==> src/rtl/pwm_pkg.sv <==
package pwm_pkg;
    localparam int ADDR_W = 8;
    localparam int BUS_W  = 8;
    localparam int PER_W  = 4;
    localparam int SUB_W  = 4;
    localparam int DUTY_W = PER_W + SUB_W;
    localparam int NCH    = 2;

    localparam logic [ADDR_W-1:0] REG_BASE   = 8'h10;
    localparam logic [ADDR_W-1:0] REG_CTL0   = REG_BASE + 8'd4;
    localparam logic [ADDR_W-1:0] REG_PERIOD = REG_BASE + 8'd6;
    localparam logic [ADDR_W-1:0] REG_PRESET = REG_BASE + 8'd7;

    typedef enum logic [1:0] {
        CH_IDLE,
        CH_DIRECT,
        CH_ILK_WAIT,
        CH_ILK_ARMED
    } chan_st_e;
endpackage

==> src/rtl/pwm_regif.sv <==
module pwm_regif
    import pwm_pkg::*;
(
    input  logic [ADDR_W-1:0]           addr,
    input  logic                        wr,
    input  logic                        rd,
    input  logic [NCH-1:0][DUTY_W-1:0]  duty_act,
    input  logic [NCH-1:0][BUS_W-1:0]   ctl_val,
    input  logic [BUS_W-1:0]            per_val,
    output logic [NCH-1:0]              duty_wr,
    output logic                        duty_held,
    output logic [NCH-1:0]              ctl_wr,
    output logic [NCH-1:0]              ctl_acc,
    output logic                        per_wr,
    output logic                        preset,
    output logic [BUS_W-1:0]            rdata
);
    logic [NCH-1:0] hit_duty;
    logic [NCH-1:0] hit_ctl;

    for (genvar ch = 0; ch < NCH; ch++) begin : g_dec
        localparam logic [ADDR_W-1:0] PLAIN = REG_BASE + ADDR_W'(2 * ch);
        localparam logic [ADDR_W-1:0] CTL   = REG_CTL0 + ADDR_W'(ch);
        assign hit_duty[ch] = (addr == PLAIN) || (addr == PLAIN + 8'd1);
        assign hit_ctl[ch]  = (addr == CTL);
        assign duty_wr[ch]  = wr && hit_duty[ch];
        assign ctl_wr[ch]   = wr && hit_ctl[ch];
        assign ctl_acc[ch]  = (wr || rd) && hit_ctl[ch];
    end

    assign duty_held = addr[0];
    assign per_wr    = wr && (addr == REG_PERIOD);
    assign preset    = wr && (addr == REG_PRESET);

    always_comb begin
        rdata = '0;
        for (int ch = 0; ch < NCH; ch++) begin
            if (hit_duty[ch]) rdata = duty_act[ch];
            if (hit_ctl[ch])  rdata = ctl_val[ch];
        end
        if (addr == REG_PERIOD) rdata = per_val;
    end
endmodule

==> src/rtl/pwm_chan.sv <==
module pwm_chan
    import pwm_pkg::*;
#(
    parameter int PW = PER_W,
    parameter int SW = SUB_W,
    parameter int BW = BUS_W
) (
    input  logic          clk,
    input  logic          rst_n,
    input  logic          duty_wr,
    input  logic          duty_held,
    input  logic          ctl_wr,
    input  logic          ctl_acc,
    input  logic [BW-1:0] wdata,
    input  logic          per_wr,
    input  logic [PW-1:0] per_wdata,
    input  logic          preset,
    input  logic          lock,
    input  logic          peer_end,
    input  logic          peer_wait,
    output logic          end_o,
    output logic          wait_o,
    output logic [PW+SW-1:0] duty_act_o,
    output logic [BW-1:0] ctl_val_o,
    output logic [PW-1:0] per_buf_o,
    output logic [PW-1:0] per_act_o,
    output logic          pwm_o
);
    localparam int CW = PW + SW;

    chan_st_e st_q, st_d;
    logic [CW-1:0] cnt_q, duty_buf_q, duty_act_q;
    logic [PW-1:0] per_buf_q, per_act_q;
    logic          pol_buf_q, pol_act_q, upd_q, pwm_q;
    logic          cyc_end, armed_now, boundary, xfer_duty, xfer_pol, imm;

    assign cyc_end   = (cnt_q == {per_act_q, {SW{1'b1}}});
    assign armed_now = (st_q == CH_ILK_ARMED) || ((st_q == CH_ILK_WAIT) && ctl_acc);
    assign wait_o    = (st_q == CH_ILK_WAIT) && !ctl_acc;
    assign end_o     = cyc_end;
    assign boundary  = lock ? (cyc_end && peer_end && !wait_o && !peer_wait) : cyc_end;
    assign xfer_duty = boundary && ((st_q == CH_DIRECT) || armed_now);
    assign xfer_pol  = boundary && !wait_o;
    assign imm       = duty_wr && !duty_held && upd_q && !lock;

    // state register
    always_ff @(posedge clk or negedge rst_n) begin
        if (!rst_n) st_q <= CH_IDLE;
        else        st_q <= st_d;
    end

    // next state
    always_comb begin
        st_d = st_q;
        if (duty_wr) begin
            if (duty_held) st_d = CH_ILK_WAIT;
            else if (imm)  st_d = CH_IDLE;
            else           st_d = CH_DIRECT;
        end else begin
            unique case (st_q)
                CH_IDLE:      st_d = CH_IDLE;
                CH_DIRECT:    if (xfer_duty) st_d = CH_IDLE;
                CH_ILK_WAIT:  if (ctl_acc) st_d = xfer_duty ? CH_IDLE : CH_ILK_ARMED;
                CH_ILK_ARMED: if (xfer_duty) st_d = CH_IDLE;
                default:      st_d = CH_IDLE;
            endcase
        end
    end

    // data registers and output
    always_ff @(posedge clk or negedge rst_n) begin
        if (!rst_n) begin
            cnt_q      <= '0;
            duty_buf_q <= '0;
            duty_act_q <= '0;
            per_buf_q  <= '0;
            per_act_q  <= '0;
            pol_buf_q  <= 1'b0;
            pol_act_q  <= 1'b0;
            upd_q      <= 1'b0;
            pwm_q      <= 1'b0;
        end else begin
            if (preset || cyc_end) begin
                cnt_q     <= '0;
                per_act_q <= per_wr ? per_wdata : per_buf_q;
            end else begin
                cnt_q <= cnt_q + 1'b1;
            end
            if (per_wr)  per_buf_q  <= per_wdata;
            if (duty_wr) duty_buf_q <= wdata[CW-1:0];
            if (imm)            duty_act_q <= wdata[CW-1:0];
            else if (xfer_duty) duty_act_q <= duty_buf_q;
            if (ctl_wr) begin
                pol_buf_q <= wdata[0];
                upd_q     <= wdata[1];
            end
            if (xfer_pol) pol_act_q <= ctl_wr ? wdata[0] : pol_buf_q;
            pwm_q <= (cnt_q < duty_act_q) ^ pol_act_q;
        end
    end

    always_comb begin
        ctl_val_o       = '0;
        ctl_val_o[0]    = pol_buf_q;
        ctl_val_o[1]    = upd_q;
        ctl_val_o[BW-1] = (st_q == CH_ILK_WAIT) || (st_q == CH_ILK_ARMED);
    end

    assign duty_act_o = duty_act_q;
    assign per_buf_o  = per_buf_q;
    assign per_act_o  = per_act_q;
    assign pwm_o      = pwm_q;


    held_duty_chk: assert property (@(posedge clk) disable iff (!rst_n)
        ((st_q == CH_ILK_WAIT) && !ctl_acc && !duty_wr) |=> $stable(duty_act_q));

    immediate_chk: assert property (@(posedge clk) disable iff (!rst_n)
        (duty_wr && !duty_held && upd_q && !lock) |=> (duty_act_q == $past(wdata[CW-1:0])));

    period_edge_chk: assert property (@(posedge clk) disable iff (!rst_n)
        !$stable(per_act_q) |-> $past(cyc_end || preset));

    polarity_edge_chk: assert property (@(posedge clk) disable iff (!rst_n)
        !$stable(pol_act_q) |-> $past(cyc_end));

    preset_zero_chk: assert property (@(posedge clk) disable iff (!rst_n)
        preset |=> (cnt_q == '0));
endmodule

==> src/rtl/pwm_dual.sv <==
module pwm_dual
    import pwm_pkg::*;
(
    input  logic              clk,
    input  logic              rst_n,
    input  logic [ADDR_W-1:0] bus_addr,
    input  logic              bus_wr,
    input  logic              bus_rd,
    input  logic [BUS_W-1:0]  bus_wdata,
    output logic [BUS_W-1:0]  bus_rdata,
    output logic              pwm_a,
    output logic              pwm_b
);
    logic [NCH-1:0]             duty_wr, ctl_wr, ctl_acc, end_w, wait_w, pwm_w;
    logic                       duty_held, per_wr, preset, lock;
    logic [NCH-1:0][DUTY_W-1:0] duty_act_w;
    logic [NCH-1:0][BUS_W-1:0]  ctl_val_w;
    logic [NCH-1:0][PER_W-1:0]  per_buf_w, per_act_w;

    assign lock = (per_act_w[0] == per_act_w[1]);

    pwm_regif u_regif (
        .addr      (bus_addr),
        .wr        (bus_wr),
        .rd        (bus_rd),
        .duty_act  (duty_act_w),
        .ctl_val   (ctl_val_w),
        .per_val   (per_buf_w),
        .duty_wr   (duty_wr),
        .duty_held (duty_held),
        .ctl_wr    (ctl_wr),
        .ctl_acc   (ctl_acc),
        .per_wr    (per_wr),
        .preset    (preset),
        .rdata     (bus_rdata)
    );

    for (genvar ch = 0; ch < NCH; ch++) begin : g_ch
        pwm_chan u_chan (
            .clk        (clk),
            .rst_n      (rst_n),
            .duty_wr    (duty_wr[ch]),
            .duty_held  (duty_held),
            .ctl_wr     (ctl_wr[ch]),
            .ctl_acc    (ctl_acc[ch]),
            .wdata      (bus_wdata),
            .per_wr     (per_wr),
            .per_wdata  (bus_wdata[ch*PER_W +: PER_W]),
            .preset     (preset),
            .lock       (lock),
            .peer_end   (end_w[1-ch]),
            .peer_wait  (wait_w[1-ch]),
            .end_o      (end_w[ch]),
            .wait_o     (wait_w[ch]),
            .duty_act_o (duty_act_w[ch]),
            .ctl_val_o  (ctl_val_w[ch]),
            .per_buf_o  (per_buf_w[ch]),
            .per_act_o  (per_act_w[ch]),
            .pwm_o      (pwm_w[ch])
        );
    end

    assign pwm_a = pwm_w[0];
    assign pwm_b = pwm_w[1];


    lock_hold_b_chk: assert property (@(posedge clk) disable iff (!rst_n)
        (lock && wait_w[0]) |=> $stable(duty_act_w[1]));

    lock_hold_a_chk: assert property (@(posedge clk) disable iff (!rst_n)
        (lock && wait_w[1]) |=> $stable(duty_act_w[0]));
endmodule

==> config.mk <==
export PLATFORM = sky130hd
export DESIGN_NAME = pwm_dual
export DESIGN_NICKNAME = d
export VERILOG_FILES = /design/src/rtl/pwm_pkg.sv /design/src/rtl/pwm_regif.sv /design/src/rtl/pwm_chan.sv /design/src/rtl/pwm_dual.sv
export SDC_FILE = /design/constraint.sdc
export NUM_CORES = 1
export LEC_CHECK = 0
export BUFFER_PORTS_ARGS = -buffer_cell sky130_fd_sc_hd__buf_4
export CELL_PAD_IN_SITES_DETAIL_PLACEMENT = 1
export CELL_PAD_IN_SITES_GLOBAL_PLACEMENT = 1
export CORE_UTILIZATION = 35
export CTS_CLUSTER_DIAMETER = 80
export DETAILED_ROUTE_END_ITERATION = 10
export PLACE_DENSITY = 0.71
export SLEW_MARGIN = 20
export SYNTH_ARGS = -nofsm -noshare
export SYNTH_HDL_FRONTEND = slang
export SYNTH_SLANG_ARGS = --single-unit
==> constraint.sdc <==
create_clock -name clk -period 5 [get_ports clk]
set_input_delay 0.5 -clock clk [delete_from_list [all_inputs] [get_ports clk]]
set_output_delay 0.5 -clock clk [all_outputs]
set_load 0.02 [all_outputs]
==> results of run 1 <==
registers in the layout, indices dropped and copies added, names as in the netlist:
name / count
g_ch.u_chan.cnt_q: 16
g_ch.u_chan.duty_act_o: 16
g_ch.u_chan.duty_buf_q: 16
g_ch.u_chan.per_act_o: 8
g_ch.u_chan.per_buf_o: 8
g_ch.u_chan.st_q: 4
g_ch.u_chan.pol_act_q: 2
g_ch.u_chan.pol_buf_q: 2
g_ch.u_chan.pwm_o: 2
g_ch.u_chan.upd_q: 2
power groups by stage:
stage          combinational [W]  sequential [W]  clock (W)
6_report                0.000513        0.000832   0.000710
3_5_place_dp            0.000513        0.000841          0
4_1_cts                 0.000516        0.000832   0.000722
5_1_grt                 0.000587        0.000849   0.000747
3_3_place_gp            0.000487        0.000837          0
2_1_floorplan           0.000365        0.000814          0
cells by family after synthesis:
kind of cell	Yosys count
simple gates	129
mux	50
buf+inv	39
xor+xnor	26
flops	76
compound gates	58
fa+ha+maj	16
layout by cell type, fill, tap and decap left out, types with 3 or more instances in the layout:
master / instances
nand3_1: 12
nor2_1: 33
a22o_1: 4
a222oi_1: 5
and3_1: 10
nand2_1: 45
dfrtp_1: 76
o21ai_0: 14
ha_1: 16
a21oi_1: 13
nand2b_1: 3
inv_1: 23
a211oi_1: 3
clkbuf_16: 9
mux2_2: 32
buf_4: 31
a31oi_1: 3
xnor2_1: 9
a22oi_1: 3
mux2i_1: 17
or3_1: 4
xor2_1: 17
nor3_1: 3
and2_1: 3
nor4_1: 5
per-stage QoR:
stage                     setup slack (ns)  std cells  total power, W
after global placement                1.99        549         0.00132
final                                 2.07        566         0.00205
after detailed placement              1.95        549         0.00135
after global routing                  1.91        566         0.00218
after floorplan                       1.99        394         0.00118
after CTS                             2.11        565         0.00207
worst min-delay path by stage:
stage                                         endpoint  slack (ns)                          from  cells after the start
after global routing      g_ch[1].u_chan.duty_buf_q[0]        0.05                         rst_n                      1
after CTS                 g_ch[1].u_chan.duty_buf_q[0]        0.36                         rst_n                      1
after detailed placement  g_ch[1].u_chan.duty_buf_q[7]        0.47  g_ch[1].u_chan.duty_buf_q[7]                      2
final                     g_ch[1].u_chan.duty_buf_q[0]        0.03                         rst_n                      1
after global placement            g_ch[1].u_chan.pwm_o        0.45      g_ch[1].u_chan.pol_act_q                      1
after floorplan                g_ch[0].u_chan.cnt_q[0]        0.20                         rst_n                      0
per-layer routing:
metal	GRT usage	vias up	share of wire	wire length [um]
li1	-	1428	-	-
met5	0	-	0	0
met1	0.259	1557	0.46	4880
met4	0.0838	0	0.021	221
met2	0.339	64	0.49	5230
met3	0.0273	18	0.033	350
critical path, cell delays in order:
cell	delay [ns]
buf_4	0.11
or4b_4	0.61
nor4_1	0.42
buf_4	0.25
a211oi_1	0.08
o21ai_0	0.26
buf_4	0.20
cell type report:
cell class	instances	area, um2
multi-input combinational	279	1990
inverter	23	86.3
tap	140	175
clock inverter	6	87.6
clock buffer	10	239
fill	1230	6340
timing repair buffer	32	260
sequential	76	1900
==> flow_summary.json, run 1 <==
{
  "status": "complete, no violations",
  "vdd_ir_drop_max_v": 0.000158,
  "synth_area_per_cell_um2": 10.3,
  "fin_setup_tns_ns": 0,
  "clk_latency_ns": 0.34,
  "drtIter0Drc": 197,
  "seq_area_frac_synth": 0.469,
  "cts_max_level": 3,
  "cp.arrival_ns": 2.43,
  "fin_crit_sh": 0.586,
  "hp-class": "input port to async pin",
  "globalplace.congestion": 0.897,
  "die_h_um": 110,
  "synth_fa_ha_area_frac": 0.0494,
  "yosys-top-cells-count": "76 x dfrtp_1, 45 x nand2_1, 33 x nor2_1, 32 x mux2_2, 23 x inv_1",
  "p_per_area_mw_per_mm2": 434,
  "power.leakage_nw": 2.38,
  "synth_most_common_cell": "dfrtp_1",
  "r2r-end": "g_ch[1].u_chan.st_q[1]",
  "worst_pin_slew_ns": 0.675,
  "die_w_um": 110,
  "p_int_w": 0.00141,
  "cts.repair.resized": 0,
  "setup_violations": 0,
  "hold_viol": 0,
  "portBuffers": 29,
  "final_util": 0.427,
  "startpoint": "bus_addr[5]",
  "synth_top_family_by_area": "simple AND/OR/NAND/NOR gates",
  "synth.cell_area_mm2": 0.00405,
  "wl_per_cell_um": 18.9,
  "die_area_mm2": 0.0120,
  "ys_warn_count": 0,
  "slew_viol_final": 0,
  "critical_path_class": "input port to output port",
  "drv_cap": 0,
  "design_area_mm2": 0.00474,
  "grt_usage": 0.201,
  "syn_inst": 394,
  "synthXorXnorAreaFrac": 0.0562,
  "grt_max_degree": 77,
  "pwr-share-seq": 0.405,
  "antenna_left": 0,
  "place_area_mm2": 0.00438,
  "fin_skew_ns": 0.00943,
  "syn_nets": 430,
  "synthArstFlopShare": 1.00,
  "path_clk_slew_ns": 0.06,
  "detail_route.vias_per_cell": 5.42,
  "start_util": 0.366,
  "ys_types": 45,
  "post-dp-hpwl_um": 7850,
  "post_cts_buffers": 0,
  "synth_compound_area_frac": 0.0988,
  "synthFlopType": "dfrtp_1",
  "synth_edf_count": 0,
  "grt-ovfl-total": 0,
  "switching_share": 0.314,
  "path_max_fanout": 11,
  "first_pass_iters": 6,
  "rr_worst_depth": 6,
  "coreArea_mm2": 0.0111,
  "period_needed_ns": 2.93,
  "rsz0062_at_grt": "false",
  "cts-root-buf": "clkbuf_16",
  "drive_gt1_frac": 0.204,
  "yosys.area_share.simple": 0.151,
  "fmax_mhz": 342,
  "synth_area_leaders": "dfrtp_1 47%, mux2_2 8.9%, ha_1 4.9%",
  "vias": 3067,
  "remaining_drc_errors": 0,
  "cts_tree": "built",
  "crit_path_end_kind": "output port",
  "worstPathRequired_ns": 4.50,
  "p_switching_w": 0.000645,
  "grt_antenna_before_repair": 0,
  "worstSetupStartpointType": "input port",
  "r2r_setup_slack_ns": 2.34,
  "grt_pass1_wl_um": 17900,
  "relSlewSlack": 0.549,
  "cts_buffer_depth": 2,
  "pin_count": 30,
  "final_net_count": 457,
  "timing.rr.start": "g_ch[0].u_chan.cnt_q[5]",
  "ys_ff_latch": 76,
  "grt_pass1_vias": 3315,
  "hold_slack_ns": 0.0317,
  "numCtsBuffers": 9,
  "critical_path.endpoint": "bus_rdata[1]",
  "combPwrFrac": 0.250,
  "clockPowerShare": 0.345,
  "diodes": 0,
  "cts_sinks": 76,
  "yosysTopAreaCellShare": 0.469,
  "synth_top_cell_by_area": "dfrtp_1",
  "synthMuxAreaShare": 0.135,
  "area_growth_pct": 16.9,
  "wl_um": 10700,
  "row_count": 38,
  "ctsHoldBuffers": 0
}
(Power assumes the default switching activity.)
==> inputs of run 2 (changes only) <==
==> constraint.sdc (replaced) <==
create_clock -name clk -period 2.9 [get_ports clk]
set_input_delay 0.29 -clock clk [delete_from_list [all_inputs] [get_ports clk]]
set_output_delay 0.29 -clock clk [all_outputs]
set_load 0.02 [all_outputs]
==> flow_summary.json, run 2 (synthesis gave the netlist of run 1 again) <==
{
  "status": "finished, violations left",
  "violations": "hold timing",
  "hp-class": "input port to async pin",
  "die_h_um": 110,
  "p_per_area_mw_per_mm2": 723,
  "fin_skew_ns": 0.00506,
  "layout_common_cells": "76 x dfrtp_1, 45 x nand2_1, 36 x buf_4",
  "start_util": 0.366,
  "detail_route.vias_per_cell": 5.31,
  "crit_path_end_kind": "output port",
  "cts_sinks": 76,
  "wl_per_cell_um": 18.7,
  "switching_share": 0.333,
  "fin_setup_tns_ns": 0,
  "slew_viol_final": 0,
  "place_area_mm2": 0.00443,
  "p_switching_w": 0.00114,
  "grt_antenna_before_repair": 0,
  "fillers": 1262,
  "rr_worst_depth": 7,
  "die_w_um": 110,
  "worst_pin_slew_ns": 0.728,
  "hold_viol": 22,
  "wl_um": 10700,
  "cts_max_level": 3,
  "layout_commonest_cell": "dfrtp_1",
  "cp.arrival_ns": 2.26,
  "setup_violations": 0,
  "power.leakage_nw": 2.38,
  "grt_pass1_wl_um": 18000,
  "relSlewSlack": 0.510,
  "drtIter0Drc": 135,
  "grt_pass1_vias": 3316,
  "first_pass_iters": 5,
  "clockPowerShare": 0.316,
  "vdd_ir_drop_max_v": 0.000359,
  "grt_usage": 0.205,
  "period_needed_ns": 2.55,
  "grt_max_degree": 77,
  "combPwrFrac": 0.265,
  "cts-root-buf": "clkbuf_16",
  "rsz0062_at_grt": "false",
  "cts_buffer_depth": 2,
  "coreArea_mm2": 0.0111,
  "worstSetupStartpointType": "input port",
  "design_area_mm2": 0.00472,
  "path_max_fanout": 11,
  "pwr-share-seq": 0.418,
  "drive_gt1_frac": 0.213,
  "pin_count": 30,
  "worstPathRequired_ns": 2.61,
  "ctsHoldBuffers": 0,
  "p_int_w": 0.00227,
  "post_cts_buffers": 0,
  "post-dp-hpwl_um": 7940,
  "cts.repair.resized": 0,
  "grt-ovfl-total": 0,
  "row_count": 38,
  "numCtsBuffers": 9,
  "hold_slack_ns": -0.0328,
  "critical_path_class": "input port to output port",
  "remaining_drc_errors": 0,
  "final_net_count": 462,
  "die_area_mm2": 0.0120,
  "portBuffers": 29,
  "vias": 3031,
  "area_growth_pct": 16.5,
  "fmax_mhz": 392,
  "cts_tree": "built",
  "globalplace.congestion": 0.822,
  "fin_crit_sh": 0.880,
  "diodes": 0,
  "drv_cap": 0,
  "antenna_left": 0,
  "path_clk_slew_ns": 0.06,
  "clk_latency_ns": 0.34,
  "finalPower_w": 0.00341
}
==> run 2: changes by cell type in the layout (fill, tap and decap cells not counted), sizes merged <==
cell / previous run / this run
inv: 23 / 24
clkinv: 4 / 5
bufinv: 2 / 0
buf: 32 / 37
==> run 2: metal layers <==
metal  global-route usage  vias up  part of all wire
li1                     -     1445                 -
met1                0.272     1513              0.47
met2                0.330       58              0.47
met3               0.0403       15             0.039
met4               0.0781        0             0.019
met5                    0        -                 0
==> run 2: worst max-delay path: stages <==
cell	delay [ns]
buf_4	0.11
or4b_4	0.62
nor3_1	0.48
a22o_1	0.20
a211oi_1	0.04
o21ai_0	0.31
buf_4	0.21
==> run 2: path summary, 6_finish.rpt <==
check / startpoint / endpoint / slack [ns]
min in group clk: bus_wdata[4] / g_ch[1].u_chan.duty_buf_q[4] / 0.19
max in group asynchronous: rst_n / g_ch[1].u_chan.pwm_o / 2.43
worst max register to register: g_ch[1].u_chan.cnt_q[4] / g_ch[0].u_chan.duty_act_o[1] / 0.49
worst max-delay path: bus_addr[5] / bus_rdata[1] / 0.35
worst min-delay path: rst_n / g_ch[1].u_chan.duty_buf_q[0] / -0.03
worst min register to register: g_ch[1].u_chan.duty_buf_q[2] / g_ch[1].u_chan.duty_buf_q[2] / 0.48
==> run 2: stage by stage <==
| step | std cells | utilization | setup slack [ns] |
|---|---|---|---|
| after global routing | 571 | 0.426 | 0.294 |
| after floorplan | 394 | - | 0.314 |
| after global placement | 555 | 0.400 | 0.418 |
| final | 571 | 0.426 | 0.347 |
| after detailed placement | 555 | 0.400 | 0.268 |
| after CTS | 571 | 0.426 | 0.435 |
==> run 2: area by class of cell <==
type	count	area [um2]	share of cell area
clock buffer	10	239	0.0506
clock inverter	6	48.8	0.0103
inverter	23	86.3	0.0183
multi-input combinational	279	1990	0.421
sequential	76	1900	0.403
tap	140	175	0.0371
timing repair buffer	37	282	0.0597
==> run 2: power by group through the flow <==
stage / registers [W] / logic, W / clock network [W]
2_1_floorplan: 0.00140 / 0.000629 / 0
3_3_place_gp: 0.00144 / 0.000873 / 0
3_5_place_dp: 0.00144 / 0.000909 / 0
4_1_cts: 0.00143 / 0.000917 / 0.00111
5_1_grt: 0.00145 / 0.00103 / 0.00115
6_report: 0.00143 / 0.000905 / 0.00108
